### src/rtl/icount_pkg.sv
package icount_pkg;
    localparam int NUM_THREADS = 8;
    localparam int CNT_W       = 7;
    localparam int AMT_W       = 4;
    localparam int AMT_MAX     = 8;
    localparam int ID_W        = $clog2(NUM_THREADS);
endpackage

### src/rtl/icount_occ_counter.sv
module icount_occ_counter #(
    parameter int CNT_W   = 7,
    parameter int AMT_W   = 4,
    parameter int AMT_MAX = 8
) (
    input  logic             clk,
    input  logic             rst_n,
    input  logic             flush,
    input  logic [AMT_W-1:0] add_amt,
    input  logic [AMT_W-1:0] sub_amt,
    output logic [CNT_W-1:0] occ
);
    localparam int WW = CNT_W + AMT_W + 1;
    localparam logic [CNT_W-1:0] OCC_MAX = '1;
    localparam logic [AMT_W-1:0] AMT_LIM = AMT_W'(AMT_MAX);

    logic [AMT_W-1:0] add_c;
    logic [AMT_W-1:0] sub_c;
    logic [WW-1:0]    up;
    logic [WW-1:0]    diff;
    logic [CNT_W-1:0] occ_nxt;

    always_comb begin
        add_c = (add_amt > AMT_LIM) ? AMT_LIM : add_amt;
        sub_c = (sub_amt > AMT_LIM) ? AMT_LIM : sub_amt;
        up    = WW'(occ) + WW'(add_c);
        diff  = up - WW'(sub_c);
        if (flush) begin
            occ_nxt = '0;
        end else if (up < WW'(sub_c)) begin
            occ_nxt = '0;
        end else if (diff > WW'(OCC_MAX)) begin
            occ_nxt = OCC_MAX;
        end else begin
            occ_nxt = diff[CNT_W-1:0];
        end
    end

    always_ff @(posedge clk or negedge rst_n) begin
        if (!rst_n) begin
            occ <= '0;
        end else begin
            occ <= occ_nxt;
        end
    end
endmodule

### src/rtl/icount_min_pick.sv
module icount_min_pick #(
    parameter int NUM_THREADS = 8,
    parameter int CNT_W       = 7,
    parameter int ID_W        = 3
) (
    input  logic [NUM_THREADS-1:0]       cand,
    input  logic [NUM_THREADS*CNT_W-1:0] occ_flat,
    output logic [ID_W-1:0]              pick_id,
    output logic                         pick_vld
);
    logic [CNT_W-1:0] best;

    always_comb begin
        best     = '0;
        pick_id  = '0;
        pick_vld = 1'b0;
        for (int i = 0; i < NUM_THREADS; i++) begin
            if (cand[i] && (!pick_vld || occ_flat[i*CNT_W +: CNT_W] < best)) begin
                pick_vld = 1'b1;
                best     = occ_flat[i*CNT_W +: CNT_W];
                pick_id  = ID_W'(i);
            end
        end
    end
endmodule

### src/rtl/icount_fetch_chooser.sv
module icount_fetch_chooser
    import icount_pkg::*;
#(
    parameter int NT   = NUM_THREADS,
    parameter int CW   = CNT_W,
    parameter int AW   = AMT_W,
    parameter int AMAX = AMT_MAX,
    parameter int IW   = $clog2(NT)
) (
    input  logic            clk,
    input  logic            rst_n,
    input  logic [NT-1:0]   eligible,
    input  logic [NT*AW-1:0] fetch_amt,
    input  logic [NT*AW-1:0] leave_amt,
    input  logic [NT-1:0]   flush,
    output logic [IW-1:0]   g0_id,
    output logic            g0_vld,
    output logic [IW-1:0]   g1_id,
    output logic            g1_vld
);
    logic [NT*CW-1:0] occ_flat;
    logic [NT-1:0]    excl;
    logic [NT-1:0]    cand1;

    for (genvar t = 0; t < NT; t++) begin : g_thr
        icount_occ_counter #(
            .CNT_W   (CW),
            .AMT_W   (AW),
            .AMT_MAX (AMAX)
        ) u_cnt (
            .clk     (clk),
            .rst_n   (rst_n),
            .flush   (flush[t]),
            .add_amt (fetch_amt[t*AW +: AW]),
            .sub_amt (leave_amt[t*AW +: AW]),
            .occ     (occ_flat[t*CW +: CW])
        );
    end

    icount_min_pick #(
        .NUM_THREADS (NT),
        .CNT_W       (CW),
        .ID_W        (IW)
    ) u_pick0 (
        .cand     (eligible),
        .occ_flat (occ_flat),
        .pick_id  (g0_id),
        .pick_vld (g0_vld)
    );

    always_comb begin
        excl        = '0;
        excl[g0_id] = g0_vld;
        cand1       = eligible & ~excl;
    end

    icount_min_pick #(
        .NUM_THREADS (NT),
        .CNT_W       (CW),
        .ID_W        (IW)
    ) u_pick1 (
        .cand     (cand1),
        .occ_flat (occ_flat),
        .pick_id  (g1_id),
        .pick_vld (g1_vld)
    );
endmodule

### config.mk
export PLATFORM = sky130hd
export DESIGN_NAME = icount_fetch_chooser
export DESIGN_NICKNAME = d
export VERILOG_FILES = /design/src/rtl/icount_pkg.sv /design/src/rtl/icount_occ_counter.sv /design/src/rtl/icount_min_pick.sv /design/src/rtl/icount_fetch_chooser.sv
export SDC_FILE = /design/constraint.sdc
export NUM_CORES = 1
export LEC_CHECK = 0
export BUFFER_PORTS_ARGS = -buffer_cell sky130_fd_sc_hd__buf_4
export CAP_MARGIN = 10
export CORE_UTILIZATION = 51
export CTS_CLUSTER_SIZE = 16
export DETAILED_ROUTE_END_ITERATION = 8
export PLACE_DENSITY_LB_ADDON = 0.25
export SLEW_MARGIN = 15
export SYNTH_ARGS = -nofsm -noshare
export SYNTH_HDL_FRONTEND = slang
export SYNTH_SLANG_ARGS = --single-unit
### constraint.sdc
create_clock -name clk -period 48.8 [get_ports clk]
set_input_delay 9.76 -clock clk [delete_from_list [all_inputs] [get_ports clk]]
set_output_delay 9.76 -clock clk [all_outputs]
set_load 0.05 [all_outputs]
==> results of run 1 <==
repair_timing:
action,in CTS,in global routing
buffers inserted,0,6
setup endpoints to repair,0,3
gates resized for setup,0,9
through the flow:
stage          setup WS, ns  setup TNS [ns]  utilization [%]  hold slack, ns  instance area [um2]
6_report               1.91               0             59.2           0.734                10300
4_1_cts               0.647               0             58.6           0.742                10200
5_1_grt             -0.0222         -0.0222             59.2           0.778                10300
2_1_floorplan          3.92               0                -           0.603                 9200
3_3_place_gp           1.40               0             57.7           0.694                10100
3_5_place_dp          0.760               0             57.7           0.720                10100
cell usage after synthesis (all sizes together) (4+ instances only):
cell,instances,area share (%)
or2,13,0.88
nand4,11,0.75
nand2b,23,1.6
nor3,19,1.0
nor2,65,2.7
a21o,55,4.5
mux2i,13,1.5
a221oi,5,0.73
xnor2,41,3.9
o21a,6,0.49
a311oi,4,0.38
a21oi,130,7.2
fa,16,3.5
buf,8,0.49
and3,5,0.39
and2,4,0.27
or3,8,0.54
clkbuf,11,0.45
nor2b,69,4.7
ha,148,20
o21ai,80,4.4
a2111oi,4,0.38
a41o,4,0.44
o31ai,13,1.3
a211oi,23,1.9
a31o,6,0.57
nand2,73,3.0
a211o,4,0.38
xor2,25,2.4
nand3,31,1.7
dfrtp,56,15
o211a,4,0.44
inv,94,3.8
mux2,13,1.6
o211ai,6,0.49
a31oi,9,0.84
worst paths after layout:
path / endpoint / cells after the start
max: g1_id[2] / 124
min: g_thr[6].u_cnt.occ[5] / 2
max reg2reg: g_thr[2].u_cnt.occ[2] / 12
min reg2reg: g_thr[6].u_cnt.occ[5] / 2
max in group asynchronous: g_thr[3].u_cnt.occ[5] / 1
min in group asynchronous: g_thr[1].u_cnt.occ[0] / 1
layer usage:
layer / part of all wire, % / vias up
met3: 5.3 / 63
met5: 0 / -
met4: 3.6 / 0
met1: 45 / 4143
li1: - / 4387
met2: 47 / 288
placed cells by master, fill, tap and decap left out, types with 7 or more instances in the layout:
cell type / instances
ha_1: 148
a21oi_1: 127
buf_4: 97
inv_1: 94
o21ai_0: 74
nand2_1: 72
nor2b_1: 69
nor2_1: 64
dfrtp_1: 56
a21o_1: 55
xnor2_1: 41
nand3_1: 30
xor2_1: 25
nand2b_1: 23
a211oi_1: 22
nor3_1: 19
fa_1: 16
mux2i_1: 12
mux2_2: 12
nand4_1: 11
or2_2: 11
o31ai_1: 10
or3_1: 8
a31oi_1: 7
layout make-up:
type                       instances  area (um2)  share of cell area [%]
sequential                        56        1400                    13.5
multi-input combinational        982        7420                    71.7
timing repair buffer              97         728                    7.04
tap                              225         282                    2.72
inverter                          94         353                    3.41
clock inverter                     2        35.0                   0.339
clock buffer                       6         129                    1.25
kinds of logic after synthesis:
logic type               count (synthesis)
multiplexers                            26
adder cells (fa/ha/maj)                164
XOR/XNOR                                66
buffers and inverters                  113
flip-flops                              56
AO/OA/AOI/OAI                          391
AND/OR/NAND/NOR                        335
worst max-delay path: cells and delay by family:
kind                     cells  cell delay [ns]
AO/OA/AOI/OAI               60            13.81
buffers and inverters       11             1.52
AND/OR/NAND/NOR             33             6.04
adder cells (fa/ha/maj)     14             4.17
multiplexers                 6             1.82
==> impl_metrics.yaml, run 1 <==
routing:
  vias_per_cell: 6.07
  drc: 0
  routedWlPerCell_um: 17.3
  drt_iter0_drc: 563
  wl_um: 25300
  antenna_left: 0
  firstDrtPassIters: 5
  vias: 8881
synth:
  synthMuxAreaShare_pct: 3.09
  avgSynthCellArea_um2: 7.99
  synth-simple-area-share_pct: 18.8
  synth_fa_ha_area_share_pct: 23.6
  synth_seq_area_share_pct: 15.2
  synth_edf_count: 0
  synth-async-reset-ratio_pct: 100
  netlist_instances: 1151
  mappedNetlistArea_um2: 9200
  ys_types: 85
  ys.flop_type: "dfrtp_1"
  ys_ff_latch: 56
  synthXorXnorAreaFrac_pct: 6.28
  synth_nets: 1397
  synth-compound-area-share_pct: 28.2
  synth_warnings: 0
  synth_top_family_by_area: "compound AO/OA/AOI/OAI gates"
worst_setup_path:
  rrSetupSlack_ns: 45.20
  max_stage_delay_ns: 0.48
  end_kind: "primary output"
  cp_slowest_cell: "o31ai_1"
  cp-start-kind: "input pin"
  r2r-start: "g_thr[2].u_cnt.occ[0]"
  path_max_fanout: 26
  worstSetupStartpoint: "eligible[0]"
  cp_data_required_time_ns: 39.04
  crit_type: "input pin to primary output"
  cpMostUsedCell: "a21o_1"
  arrival_ns: 37.13
grt:
  grt_use_met1_pct: 36.7
  top_usage_layer: "met2"
  grt_antenna_before_repair: 0
  grtUsageMet3_pct: 2.87
  grt_util_met2_pct: 46.9
  grt_overflow: 0
  grt_pass1_wl_um: 41400
  grt_pass1_vias: 8536
  grt_util_all_layers_pct: 28.1
  grt_max_degree: 57
clocking:
  cts_buffers: 5
  cts_tree: "built"
  clkLatencyLatePin_ns: 0.32
  cts_root_buffer: "clkbuf_16"
  cts.htree.levels: 2
  path_clk_slew_ns: 0.08
  cts.sinks: 56
  hold_buffers: 0
  ctsLongestPathBuffers: 2
placement:
  hpwl_um: 20600
  portBuffers: 89
  gp_congestion: 0.992
  dp_cells: 1448
die:
  die_h_um: 136
  die-width_um: 136
  core-area_um2: 17500
  rows: 48
  die-area_um2: 18600
  start_util_pct: 52.6
  pin_count: 90
timing:
  period_minus_slack_ns: 46.89
  worst_slew_pin_slew_ns: 0.910
  hold_viol_final: 0
  max_freq_ghz: 0.0213
  setup_viol: 0
  fin_crit_sh_pct: 96.1
  finClkSkew_ns: 0.00979
  maxSlewHeadroom_pct: 38.9
  report.final.slew_viol_count: 0
cells_and_area:
  n_antenna_cell: 0
  reg_top3: "g_thr.u_cnt.occ (56)"
  fillers: 1650
  largest_register: "g_thr.u_cnt.occ"
  drive_above_1_share_pct: 12.9
  syn_to_final_growth_pct: 12.4
  layoutNonFillerInstCount: 1462
  nNetsFinal: 1482
  largest_reg_flops: 56
min_path:
  min_path_type: "register to register"
  min_from: "g_thr[6].u_cnt.occ[5]"
run:
  maxCapViolations: 0
status:
  status: "finished, final reports clean"
Power of run 1 is not shown: default switching activity piles up to over one toggle a cycle in this logic, so the estimate is an artifact.
==> run 2, diff against run 1 <==
--- a/config.mk
+++ b/config.mk
@@ -8,6 +8,7 @@
 export BUFFER_PORTS_ARGS = -buffer_cell sky130_fd_sc_hd__buf_4
 export CAP_MARGIN = 10
 export CORE_UTILIZATION = 51
+export CTS_BUF_LIST = sky130_fd_sc_hd__clkbuf_2
 export CTS_CLUSTER_SIZE = 16
 export DETAILED_ROUTE_END_ITERATION = 8
 export PLACE_DENSITY_LB_ADDON = 0.25
==> run 2 against run 1 <==
Effect of this change:
- first-iteration DRC count rose by 5.5%
- sequential cell count stayed put
- via count fell by 0.11%
- routed wire length about the same
- non-clock buffer count unchanged
- critical path type unchanged
- critical endpoint unchanged
- highest routed layer unchanged
==> impl_metrics.yaml, run 2 (synthesis gave the netlist of run 1 again) <==
clocking:
  path_clk_slew_ns: 0.34
  cts_buffers: 5
  cts.sinks: 56
  cts_tree: "built"
  cts_root_buffer: "clkbuf_2"
  cts.htree.levels: 2
  clkLatencyLatePin_ns: 0.57
  ctsLongestPathBuffers: 2
placement:
  gp_congestion: 0.992
  hpwl_um: 20600
  portBuffers: 89
run:
  maxCapViolations: 0
cells_and_area:
  reg_top3: "g_thr.u_cnt.occ (56)"
  largest_reg_flops: 56
  drive_above_1_share_pct: 12.9
  largest_register: "g_thr.u_cnt.occ"
  syn_to_final_growth_pct: 11.4
  nNetsFinal: 1482
  final_cell_mix: "ha_1 (148), a21oi_1 (127), buf_4 (97), inv_1 (94), o21ai_0 (74)"
  layout_commonest_cell: "ha_1"
worst_setup_path:
  cp_slowest_cell: "o31ai_1"
  r2r-start: "g_thr[2].u_cnt.occ[0]"
  worstSetupStartpoint: "eligible[0]"
  arrival_ns: 37.18
  path_max_fanout: 26
  cpMostUsedCell: "a21o_1"
  max_stage_delay_ns: 0.48
  cp-start-kind: "input pin"
  crit_type: "input pin to primary output"
  cp_data_required_time_ns: 39.04
  end_kind: "primary output"
min_path:
  min_path_type: "register to register"
  min_from: "g_thr[0].u_cnt.occ[5]"
routing:
  wl_um: 25300
  firstDrtPassIters: 5
  routedWlPerCell_um: 17.3
  drt_iter0_drc: 594
  vias: 8871
  antenna_left: 0
  vias_per_cell: 6.06
  drc: 0
die:
  pin_count: 90
  start_util_pct: 52.6
  die-area_um2: 18600
  die-width_um: 136
  core-area_um2: 17500
  rows: 48
  die_h_um: 136
timing:
  finClkSkew_ns: 0.0397
  setup_viol: 0
  report.final.slew_viol_count: 0
  hold_viol_final: 0
  period_minus_slack_ns: 46.94
  maxSlewHeadroom_pct: 39.2
  worst_slew_pin_slew_ns: 0.906
  max_freq_ghz: 0.0213
  fin_crit_sh_pct: 96.2
  grt_setup_unrepaired: "false"
  tns_ns: 0
grt:
  grt_pass1_vias: 8530
  grt_max_degree: 57
  grt_util_all_layers_pct: 28.0
  top_usage_layer: "met2"
  grt_util_met2_pct: 47.5
  grt_antenna_before_repair: 1
  grt_use_met1_pct: 36.5
  grt_pass1_wl_um: 41300
  grtUsageMet3_pct: 2.91
  grt_overflow: 0
status:
  status: "finished, final reports clean"
==> run 2: cell types whose count changed in the layout (fill, tap and decap cells not counted) <==
cell / delta
diode_2: +1
clkbuf_1: -1
clkbuf_2: +6
clkbuf_16: -5
==> run 2: final timing paths <==
path / cells after the start / slack, ns / endpoint
setup / recovery: 124 / 1.86 / g1_id[2]
hold / removal: 2 / 0.76 / g_thr[0].u_cnt.occ[5]
setup reg to reg: 12 / 45.14 / g_thr[2].u_cnt.occ[2]
hold reg to reg: 2 / 0.76 / g_thr[0].u_cnt.occ[5]
max in group asynchronous: 1 / 39.07 / g_thr[7].u_cnt.occ[2]
min in group asynchronous: 1 / 9.19 / g_thr[1].u_cnt.occ[0]
==> run 2: area by class of cell <==
class / count / area, um2
diodes: 1 / 2.50
well taps: 225 / 282
clock buffers: 6 / 30.0
multi-input cells: 982 / 7420
repair buffers: 97 / 728
inverters: 94 / 353
clock inverters: 2 / 35.0
flip-flops and latches: 56 / 1400
fillers: 1664 / 7230
==> run 2: metal layers <==
| metal | part of all wire (%) | vias to the layer above |
|---|---|---|
| li1 | - | 4388 |
| met1 | 44 | 4143 |
| met2 | 47 | 283 |
| met3 | 5.2 | 57 |
| met4 | 3.1 | 0 |
| met5 | 0 | - |
==> run 2: through the flow <==
| step | cell area, um2 | setup WS [ns] | hold WS [ns] | instances | util [%] |
|---|---|---|---|---|---|
| global placement | 10100 | 1.40 | 0.694 | 1448 | 57.7 |
| detailed placement | 10100 | 0.760 | 0.720 | 1448 | 57.7 |
| global route | 10200 | 0.0298 | 0.818 | 1463 | 58.6 |
| floorplan | 9200 | 3.92 | 0.603 | 1151 | - |
| CTS | 10100 | 0.668 | 0.757 | 1456 | 58.0 |
| finish | 10200 | 1.86 | 0.763 | 1463 | 58.6 |
==> run 2: critical path: cells and delay by family <==
family	cells	cell delay, ns
adder cells (fa/ha/maj)	14	4.16
multiplexers	5	1.55
buffers and inverters	12	1.71
AND/OR/NAND/NOR	33	6.12
AO/OA/AOI/OAI	60	13.84
==> run 2: timing repair <==
item / in CTS / in global routing
hold buffers: 0 / 0
gates resized for setup: 0 / 9
setup buffers: 0 / 6
endpoints found under the setup margin: 0 / 3
Power of run 2 is left out for the same reason.
==> run 3, diff against run 2 <==
--- a/config.mk
+++ b/config.mk
@@ -12,6 +12,7 @@
 export CTS_CLUSTER_SIZE = 16
 export DETAILED_ROUTE_END_ITERATION = 8
 export PLACE_DENSITY_LB_ADDON = 0.25
+export REMOVE_ABC_BUFFERS = 1
 export SLEW_MARGIN = 15
 export SYNTH_ARGS = -nofsm -noshare
 export SYNTH_HDL_FRONTEND = slang
==> run 3 against run 2 <==
Effect of this change:
- register-to-register slack lost 0.13 ns
- sequential cell count is the same
- global-route usage grew 0.23 points
- critical path depth is the same
- die area is the same
- first-iteration DRC count grew 4.0%
- sequential share of layout area grew 0.055 points
- via count shrank 0.82%
- cell area shrank 0.40%
- critical path type unchanged
- largest cell class unchanged
==> impl_metrics.yaml, run 3 (synthesis gave the netlist of run 1 again) <==
routing:
  vias: 8798
  antenna_left: 0
  firstDrtPassIters: 5
  drc: 0
  routedWlPerCell_um: 17.1
  wl_um: 25000
  drt_iter0_drc: 618
  vias_per_cell: 6.01
placement:
  portBuffers: 89
  dp_cells: 1449
  gp_congestion: 0.970
  hpwl_um: 20700
cells_and_area:
  fillers: 1617
  final_cell_mix: "ha_1 (148), a21oi_1 (128), buf_4 (97), inv_1 (94), o21ai_0 (74)"
  reg_top3: "g_thr.u_cnt.occ (56)"
  largest_reg_flops: 56
  largest_register: "g_thr.u_cnt.occ"
  nNetsFinal: 1482
  drive_above_1_share_pct: 12.5
  syn_to_final_growth_pct: 10.9
  layout_commonest_cell: "ha_1"
  layoutNonFillerInstCount: 1463
worst_setup_path:
  cpMostUsedCell: "a21o_1"
  max_stage_delay_ns: 0.55
  path_buf_inv: 10
  path_max_fanout: 26
  cp_slowest_cell: "a2111oi_1"
  crit_type: "input pin to primary output"
  end_kind: "primary output"
  cp_data_required_time_ns: 39.04
  cp-start-kind: "input pin"
  arrival_ns: 36.74
  crit_family: "compound AO/OA/AOI/OAI gates"
run:
  maxCapViolations: 0
timing:
  fin_crit_sh_pct: 95.3
  tns_ns: 0
  max_freq_ghz: 0.0215
  report.final.slew_viol_count: 0
  setup_viol: 0
  maxSlewHeadroom_pct: 20.0
  period_minus_slack_ns: 46.50
  hold_viol_final: 0
  finClkSkew_ns: 0.0173
  whs_ns: 0.744
  worst_slew_pin_slew_ns: 1.19
grt:
  grt_pass1_vias: 8476
  grt_util_met2_pct: 48.1
  grt_use_met1_pct: 36.1
  grt_pass1_wl_um: 41400
  grt_overflow: 0
  grt_antenna_before_repair: 1
  top_usage_layer: "met2"
  grtUsageMet3_pct: 3.47
  grt_util_all_layers_pct: 28.2
  grt_max_degree: 57
die:
  core-area_um2: 17500
  pin_count: 90
  rows: 48
  start_util_pct: 52.6
  die_h_um: 136
  die-area_um2: 18600
  die-width_um: 136
clocking:
  cts_buffers: 5
  cts_root_buffer: "clkbuf_2"
  clkLatencyLatePin_ns: 0.56
  cts_tree: "built"
  ctsLongestPathBuffers: 2
  cts.sinks: 56
  path_clk_slew_ns: 0.28
  cts.htree.levels: 2
min_path:
  min_path_type: "register to register"
status:
  status: "finished, final reports clean"
run 3: path summary, 6_finish.rpt:
| path | from | end | slack (ns) | depth (start not counted) |
|---|---|---|---|---|
| max | eligible[0] | g1_id[1] | 2.30 | 124 |
| min | g_thr[0].u_cnt.occ[5] | g_thr[0].u_cnt.occ[5] | 0.74 | 2 |
| max reg2reg | g_thr[2].u_cnt.occ[0] | g_thr[2].u_cnt.occ[3] | 45.01 | 12 |
| min reg2reg | g_thr[0].u_cnt.occ[5] | g_thr[0].u_cnt.occ[5] | 0.74 | 2 |
| max in group asynchronous | rst_n | g_thr[4].u_cnt.occ[5] | 39.09 | 1 |
| min in group asynchronous | rst_n | g_thr[1].u_cnt.occ[0] | 9.22 | 1 |
run 3: layout make-up:
| cell class | instances | area, um2 | share of cell area [%] |
|---|---|---|---|
| multi-input combinational | 982 | 7400 | 72.5 |
| sequential | 56 | 1400 | 13.7 |
| timing repair buffer | 97 | 728 | 7.13 |
| inverter | 94 | 353 | 3.46 |
| tap | 225 | 282 | 2.76 |
| clock buffer | 5 | 25.0 | 0.245 |
| clock inverter | 3 | 13.8 | 0.135 |
| antenna | 1 | 2.50 | 0.0245 |
run 3: timing repair:
action / in CTS / in global routing
gates resized for setup: 0 / 8
setup endpoints to repair: 0 / 3
hold buffers: 0 / 0
setup buffers: 0 / 5
run 3: worst reg2reg max path: stages, from the launching register on:
cell      delay (ns)
dfrtp_1         0.68
ha_1            0.27
fa_1            0.46
ha_1            0.30
nor2b_1         0.12
o21ai_0         0.14
nand2b_1        0.10
a211oi_1        0.55
nand2_1         0.10
nor4b_1         0.15
a31oi_1         0.38
nor2b_1         0.33
a21oi_1         0.12
run 3: per-layer routing:
metal | vias to the layer above | part of all wire [%]
met5 | - | 0
met3 | 60 | 4.5
met2 | 257 | 47
met1 | 4095 | 45
met4 | 0 | 3.2
li1 | 4386 | -
run 3: through the flow:
step / utilization (%) / instance area (um2) / worst slack (ns)
2_1_floorplan: - / 9110 / 4.71
3_3_place_gp: 57.7 / 10100 / 1.87
3_5_place_dp: 57.7 / 10100 / 0.978
4_1_cts: 57.9 / 10100 / 0.928
5_1_grt: 58.4 / 10200 / -0.0665
6_report: 58.4 / 10200 / 2.30
Power of run 3 is left out for the same reason.
